==> src/rtl/fsg_pkg.sv <==
// Package: shared operation codes and status-bit positions for the
// arithmetic status flag generator. Assumes a 16-bit status word.
package fsg_pkg;
    typedef enum logic [2:0] {
        OP_ADD  = 3'd0,
        OP_ADC  = 3'd1,
        OP_SUB  = 3'd2,
        OP_SBB  = 3'd3,
        OP_AND  = 3'd4,
        OP_OR   = 3'd5,
        OP_XOR  = 3'd6,
        OP_XOR2 = 3'd7
    } fsg_op_t;

    localparam int FLAG_W  = 16;
    localparam int POS_CF  = 0;
    localparam int POS_ONE = 1;
    localparam int POS_PF  = 2;
    localparam int POS_AF  = 4;
    localparam int POS_ZF  = 6;
    localparam int POS_SF  = 7;
    localparam int POS_OF  = 11;

    // Bits the generator owns; the rest are copied from the input word.
    localparam logic [FLAG_W-1:0] OWNED_MASK =
        (16'd1 << POS_CF) | (16'd1 << POS_ONE) | (16'd1 << POS_PF) |
        (16'd1 << POS_AF) | (16'd1 << POS_ZF) | (16'd1 << POS_SF) |
        (16'd1 << POS_OF);
endpackage

==> src/rtl/fsg_arith.sv <==
// Module: add/subtract core. Builds one adder per width variant and
// selects carry, overflow and sum by the width select. Subtraction is
// done as a + ~b + ~borrow, so carry and auxiliary carry are inverted
// to read as borrows. Assumes BYTE_W >= 4 and DATA_W > BYTE_W.
module fsg_arith #(
    parameter int DATA_W = 16,
    parameter int BYTE_W = 8
) (
    input  logic [DATA_W-1:0] a,
    input  logic [DATA_W-1:0] b,
    input  logic              cin,
    input  logic              is_sub,
    input  logic              use_cin,
    input  logic              word,
    output logic [DATA_W-1:0] sum,
    output logic              cf,
    output logic              af,
    output logic              of
);
    localparam int NVAR = 2;

    logic [DATA_W-1:0] b_eff;
    logic              c_eff;
    logic [DATA_W-1:0] sum_w  [NVAR];
    logic [NVAR-1:0]   cout_w;
    logic [NVAR-1:0]   ovf_w;
    logic [4:0]        nib;

    // Invert operand and carry for subtraction.
    always_comb begin
        b_eff = is_sub ? ~b : b;
        c_eff = is_sub ? ~(use_cin & cin) : (use_cin & cin);
    end

    // One adder per width: index 0 is byte, index 1 is word.
    for (genvar gi = 0; gi < NVAR; gi++) begin : g_width
        localparam int W = (gi == 1) ? DATA_W : BYTE_W;
        logic [W:0] tot;
        assign tot = {1'b0, a[W-1:0]} + {1'b0, b_eff[W-1:0]} + {{W{1'b0}}, c_eff};
        assign cout_w[gi] = tot[W];
        assign ovf_w[gi]  = (a[W-1] == b_eff[W-1]) && (tot[W-1] != a[W-1]);
        // Zero-extend the variant sum to the full width.
        always_comb begin
            sum_w[gi]         = '0;
            sum_w[gi][W-1:0]  = tot[W-1:0];
        end
    end

    // Low-nibble adder for the auxiliary carry.
    assign nib = {1'b0, a[3:0]} + {1'b0, b_eff[3:0]} + {4'b0000, c_eff};

    // Select the active width and turn carries into borrows for subtract.
    always_comb begin
        sum = word ? sum_w[1] : sum_w[0];
        cf  = is_sub ^ (word ? cout_w[1] : cout_w[0]);
        of  = word ? ovf_w[1] : ovf_w[0];
        af  = is_sub ^ nib[4];
    end

    // Cross-check the carry of plain word operations against an unsigned comparison.
    always_comb begin
        if (word && !use_cin && is_sub) begin
            assert_borrow_R2: assert (cf == (a < b));
        end
        if (word && !use_cin && !is_sub) begin
            assert_carry_R2: assert (cf == (sum < a));
        end
    end
endmodule

==> src/rtl/fsg_logic.sv <==
// Module: bitwise AND/OR/XOR unit. Codes other than AND and OR give
// XOR. The result is cut to the active width.
module fsg_logic #(
    parameter int DATA_W = 16,
    parameter int BYTE_W = 8
) (
    input  logic [DATA_W-1:0] a,
    input  logic [DATA_W-1:0] b,
    input  fsg_pkg::fsg_op_t  op,
    input  logic              word,
    output logic [DATA_W-1:0] res
);
    import fsg_pkg::*;

    localparam logic [DATA_W-1:0] BYTE_MASK = {{(DATA_W-BYTE_W){1'b0}}, {BYTE_W{1'b1}}};

    // Pick the bitwise function and cut it to the active width.
    always_comb begin
        case (op)
            OP_AND:  res = a & b;
            OP_OR:   res = a | b;
            default: res = a ^ b;
        endcase
        if (!word) res = res & BYTE_MASK;
    end
endmodule

==> src/rtl/fsg_pack.sv <==
// Module: builds the outgoing status word. Derives zero, sign and parity
// from the result and places them with the carry-class bits at fixed
// positions. Bit 1 is forced to one and all other bits are copied from
// the input word. Assumes the result is already zero above the active width.
module fsg_pack #(
    parameter int DATA_W = 16,
    parameter int BYTE_W = 8
) (
    input  logic [DATA_W-1:0]         res,
    input  logic                      word,
    input  logic                      cf,
    input  logic                      af,
    input  logic                      of,
    input  logic [fsg_pkg::FLAG_W-1:0] fin,
    output logic [fsg_pkg::FLAG_W-1:0] fout
);
    import fsg_pkg::*;

    logic zf;
    logic sf;
    logic pf;

    // Derive result-based flags at the active width.
    always_comb begin
        zf = (res == '0);
        sf = word ? res[DATA_W-1] : res[BYTE_W-1];
        pf = ~^res[7:0];
    end

    // Merge the owned bits into the copied input word.
    always_comb begin
        fout          = fin & ~OWNED_MASK;
        fout[POS_ONE] = 1'b1;
        fout[POS_CF]  = cf;
        fout[POS_PF]  = pf;
        fout[POS_AF]  = af;
        fout[POS_ZF]  = zf;
        fout[POS_SF]  = sf;
        fout[POS_OF]  = of;
    end

    // Parity flag must agree with a population count of the low byte.
    always_comb begin
        assert_parity_R3: assert (fout[POS_PF] == ($countones(res[7:0]) % 2 == 0));
    end
endmodule

==> src/rtl/fsg_status_flags.sv <==
// Module: top of the arithmetic status flag generator. Decodes the
// operation code, runs the arithmetic and bitwise units side by side,
// selects the result and builds the status word. Purely combinational.
module fsg_status_flags #(
    parameter int DATA_W = 16,
    parameter int BYTE_W = 8
) (
    input  logic [DATA_W-1:0]          op_a,
    input  logic [DATA_W-1:0]          op_b,
    input  logic                       carry_in,
    input  logic [2:0]                 op_sel,
    input  logic                       word_sel,
    input  logic [fsg_pkg::FLAG_W-1:0] flags_in,
    output logic [DATA_W-1:0]          result,
    output logic [fsg_pkg::FLAG_W-1:0] flags_out
);
    import fsg_pkg::*;

    fsg_op_t           op;
    logic              is_logic;
    logic              is_sub;
    logic              use_cin;
    logic [DATA_W-1:0] ar_sum;
    logic [DATA_W-1:0] lg_res;
    logic              ar_cf;
    logic              ar_af;
    logic              ar_of;
    logic              cf_m;
    logic              af_m;
    logic              of_m;

    // Decode the operation class from the code.
    always_comb begin
        op       = fsg_op_t'(op_sel);
        is_logic = op_sel[2];
        is_sub   = !op_sel[2] && op_sel[1];
        use_cin  = !op_sel[2] && op_sel[0];
    end

    fsg_arith #(.DATA_W(DATA_W), .BYTE_W(BYTE_W)) u_arith (
        .a(op_a), .b(op_b), .cin(carry_in), .is_sub(is_sub),
        .use_cin(use_cin), .word(word_sel),
        .sum(ar_sum), .cf(ar_cf), .af(ar_af), .of(ar_of)
    );

    fsg_logic #(.DATA_W(DATA_W), .BYTE_W(BYTE_W)) u_logic (
        .a(op_a), .b(op_b), .op(op), .word(word_sel), .res(lg_res)
    );

    // Select the result; bitwise operations clear the carry-class flags.
    always_comb begin
        result = is_logic ? lg_res : ar_sum;
        cf_m   = is_logic ? 1'b0 : ar_cf;
        af_m   = is_logic ? 1'b0 : ar_af;
        of_m   = is_logic ? 1'b0 : ar_of;
    end

    fsg_pack #(.DATA_W(DATA_W), .BYTE_W(BYTE_W)) u_pack (
        .res(result), .word(word_sel), .cf(cf_m), .af(af_m), .of(of_m),
        .fin(flags_in), .fout(flags_out)
    );

    // Output-level checks across the separately driven units.
    always_comb begin
        assert_zero_R5: assert (flags_out[POS_ZF] == (result == '0));
        assert_sign_R6: assert (flags_out[POS_SF] ==
                                (word_sel ? result[DATA_W-1] : result[BYTE_W-1]));
        assert_byte_upper_R1: assert (word_sel || result[DATA_W-1:BYTE_W] == '0);
        if (op_sel[2]) begin
            assert_logic_clear_R8: assert (!flags_out[POS_CF] && !flags_out[POS_AF] &&
                                           !flags_out[POS_OF]);
        end
        assert_passthru_R9: assert (((flags_out ^ flags_in) & ~OWNED_MASK) == '0 &&
                                    flags_out[POS_ONE]);
    end
endmodule

==> config.mk <==
export PLATFORM = sky130hd
export DESIGN_NAME = fsg_status_flags
export DESIGN_NICKNAME = d
export VERILOG_FILES = /design/src/rtl/fsg_pkg.sv /design/src/rtl/fsg_arith.sv /design/src/rtl/fsg_logic.sv /design/src/rtl/fsg_pack.sv /design/src/rtl/fsg_status_flags.sv
export SDC_FILE = /design/constraint.sdc
export NUM_CORES = 1
export LEC_CHECK = 0
export BUFFER_PORTS_ARGS = -buffer_cell sky130_fd_sc_hd__buf_4
export CAP_MARGIN = 20
export CORE_MARGIN = 10
export CORE_UTILIZATION = 25
export DETAILED_ROUTE_END_ITERATION = 8
export SYNTH_ARGS = -nofsm -noshare
export SYNTH_HDL_FRONTEND = slang
export SYNTH_SLANG_ARGS = --single-unit
==> constraint.sdc <==
create_clock -name vclk -period 23.9
set_clock_uncertainty 0.1 [all_clocks]
set_input_delay 7.17 -clock vclk [all_inputs]
set_output_delay 7.17 -clock vclk [all_outputs]
set_load 0.01 [all_outputs]
==> summary by stage <==
Logic synthesis
The share of the Yosys chip area taken by registers is 0. The commonest cells after synthesis are sky130_fd_sc_hd__ha_1, sky130_fd_sc_hd__inv_1, sky130_fd_sc_hd__nand2_1, sky130_fd_sc_hd__o21ai_0, sky130_fd_sc_hd__xnor2_1. Of the total synthesized cell area, the portion taken by XOR and XNOR cells is 0.112. The number of nets handed over by synthesis was roughly 440. sky130_fd_sc_hd__ha_1 is the most common cell in the netlist. Yosys mapped the design onto 53 distinct sky130hd cell types. The cell count after synthesis is 330. The number of warnings issued by yosys is 0. The dominant combinational cell family by area after synthesis is adder cells. The synthesized area is approximately 2300 sq um. Of the total synthesized cell area, the portion taken by AND, OR, NAND and NOR gates is 0.167. The top cell type's share of synthesized area is 0.273. The average footprint of a synthesized cell is about 7 sq um.

The share of the synthesized area in compound gates (AO/OA/AOI/OAI) is 0.265. Of the total synthesized cell area, the portion taken by full adders, half adders and majority gates is 0.290. The portion of synthesized area spent on multiplexers is 0.0177. The most area-hungry cell type in the Yosys netlist is sky130_fd_sc_hd__ha_1. Sorting the synthesized cells by area gives the leading types as sky130_fd_sc_hd__ha_1, sky130_fd_sc_hd__xnor2_1, sky130_fd_sc_hd__inv_1.

Pwr
The worst-case IR drop observed on VDD is around 15 uV. Overall power consumption after layout is estimated at 88.5 uW. Summed over all cells, the static leakage comes to ~0.0014 uW. The net switching power figure is 46.3 uW. The fraction of power spent switching nets is 0.523. The clock network power share is 0.

The internal power of the cells totals roughly 42 uW. The share of power burned in combinational logic is 1.000. In this run the power density over the cells is ~32 nW/um^2.

Of the total power, registers draw 0.

Finish
The final layout contains a sequential cell count of 0. The final net count is approximately 470. The clock buffer instance count of the final layout is 0.

Relative to the synthesized area, the layout overhead comes to 17.4%. In the final layout, the share of cells above drive strength 1 is 0.217. The antenna diode count is 0. Summing all flip-flop and latch instances after layout gives 0 sq um. The finished layout holds roughly 470 standard cells, fillers aside.

Floorplan
The floorplan has 35 rows. The number of primary I/O pins is between 80 and 90. After floorplanning, the core was sized to cover 9150 sq um. The die is around 120 microns wide. The die area is 13600 sq um. In this run the vertical extent of the chip is ~120 microns. The initial cell density of the core is 0.256.

Place
At the end of routability-driven placement, the weighted congestion stood at approximately 0.85. Timing analysis after detailed placement gives a worst setup slack of approximately 4900 ps. During placement, the flow inserted port buffers numbering 59. Detailed placement finished with a half-perimeter wire length of 5440 microns. Once placement completed, the tool counted placed cells totaling approximately 470.

STA
The number of pins with negative max-slew slack in the final report came to 0. The number of endpoints with negative hold slack in the final report is 0. The final critical-path setup slack is 4990 ps. The total of endpoints with negative setup slack in the final report is 0. The post-route minimum period is ~19000 ps. For this run, the top clock speed supported by timing is 52.9 MHz. For the pin with the worst max-slew slack, the measured transition is ~650 ps. The normalized max-slew margin is 0.563. The final clock period utilization by the worst path is 0.791.

The accumulated negative setup slack is 0 ps. Setup repair after global routing left no endpoint under its margin.

GRT
For this run, the total global-route usage over all layers was measured as 0.0934. The via count of the first global-routing pass is 2330. The pin count of the biggest net entering global routing is 37.

The first-pass GRT wire length is 10900 microns. The global route total overflow is 0. The number of antenna violations at the first check in global routing is 0.

Detailed routing
The total detailed-routing wirelength is 6430 microns. The number of design-rule violations left by the first detailed-router iteration is roughly 150. The detail route stage leaves a number of antenna-violating nets equal to 0. The number of iterations in the first detailed-routing pass is 4. After detailed routing, the number of vias per cell comes to around 4.8. After detailed routing, the average wire length per cell comes to about 14 microns. After detailed routing, the number of remaining DRC violations is 0.

Across all layers, the routed design uses 2271 vias.

Setup path
Among the stages of the critical path, the cell type that occurs most often is sky130_fd_sc_hd__buf_4. Along the worst path, the maximum fanout reaches 35. STA classifies the critical path endpoint as a primary output. The critical path goes through buf_4, nand2b_1, buf_4, xnor2_1, ha_1, and3_1, a211o_1, a21o_2, a21o_1, xor2_1, o21ai_0, ha_1, nand4_1, nor4_2, o211ai_1, nor4_2, buf_4.

The arrival time of data at the critical path endpoint is about 12000 ps. The required arrival time at the worst endpoint is ~17000 ps. The startpoint type of the worst setup path is an input port.

The slowest stage cell on the critical path is sky130_fd_sc_hd__nand2b_1. The type of the worst setup path is input port to primary output. In this design, the stage delay of the slowest critical-path cell is 540 ps.

Clock network
For this design, the CTS-stage hold fixing added 0 buffers. After clock tree synthesis, the setup repair step added 0 buffers. The count of instances resized after the clock tree is built is 0.

Flow run
Across the run, the number of max-cap violations was 0.

Status
The flow ran to the end, and the final reports show no timing, DRC or antenna violations.

Worst hold path
The tightest min-delay check is of the input port to primary output type.
kinds of logic after synthesis:
logic type	after synthesis
AOI/OAI and AO/OA	86
and+or+nand+nor	83
buffers and inverters	73
adders and majority gates	53
xor gates and xnor gates	30
muxes	4
other	1
cell type report:
| type | instances | area [sq um] |
|---|---|---|
| timing repair buffer | 60 | 450 |
| multi-input combinational | 257 | 2000 |
| inverter | 43 | 161 |
| fill | 993 | 6410 |
| tap | 111 | 139 |
critical path: cells and delay by family:
kind	cells	cell delay, ps
AND/OR/NAND/NOR	5	1360
AO/OA/AOI/OAI	5	1500
adder cells (fa/ha/maj)	2	550
XOR/XNOR	2	280
buffers and inverters	3	780
metrics by stage:
| step | util | hold WS [ps] | instance area (sq um) |
|---|---|---|---|
| after detailed placement | 0.300 | 14240 | 2750 |
| after global routing | 0.300 | 14240 | 2750 |
| after CTS | 0.300 | 14240 | 2750 |
| after floorplan | - | 14330 | 2340 |
| final | 0.300 | 14240 | 2750 |
| after global placement | 0.300 | 14240 | 2750 |
metal layers:
metal | GRT usage | share of wire | vias up
li1 | - | - | 1170
met1 | 0.111 | 0.43 | 1044
met2 | 0.175 | 0.51 | 53
met3 | 0.0139 | 0.055 | 4
met4 | 0.0115 | 0.012 | 0
met5 | 0 | 0 | -
layout by cell type (no fill, tap or decap), types with 3 or more instances in the layout:
cell type / instances
sky130_fd_sc_hd__a211oi_1: 7
sky130_fd_sc_hd__a21o_1: 6
sky130_fd_sc_hd__a21oi_1: 16
sky130_fd_sc_hd__and3_1: 4
sky130_fd_sc_hd__buf_4: 60
sky130_fd_sc_hd__ha_1: 51
sky130_fd_sc_hd__inv_1: 43
sky130_fd_sc_hd__mux2i_1: 3
sky130_fd_sc_hd__nand2_1: 30
sky130_fd_sc_hd__nand2b_1: 3
sky130_fd_sc_hd__nand3_1: 5
sky130_fd_sc_hd__nor2_1: 23
sky130_fd_sc_hd__nor2b_1: 4
sky130_fd_sc_hd__nor3_1: 3
sky130_fd_sc_hd__o211ai_1: 3
sky130_fd_sc_hd__o21a_1: 3
sky130_fd_sc_hd__o21ai_0: 25
sky130_fd_sc_hd__or2_2: 3
sky130_fd_sc_hd__xnor2_1: 25
sky130_fd_sc_hd__xor2_1: 5
power by group through the flow:
stage                     sequential, uW  combinational (uW)  clock, uW
after detailed placement               0                89.4          0
after CTS                              0                89.7          0
after global placement                 0                87.3          0
after global routing                   0                99.9          0
final                                  0                88.5          0
after floorplan                        0                65.7          0
final timing paths:
kind          from       endpoint  slack [ps]  cells past startpoint
max      op_sel[2]   flags_out[6]        4990                     17
min   flags_in[14]  flags_out[14]       14240                      0
Power figures use the tool's default switching activity.
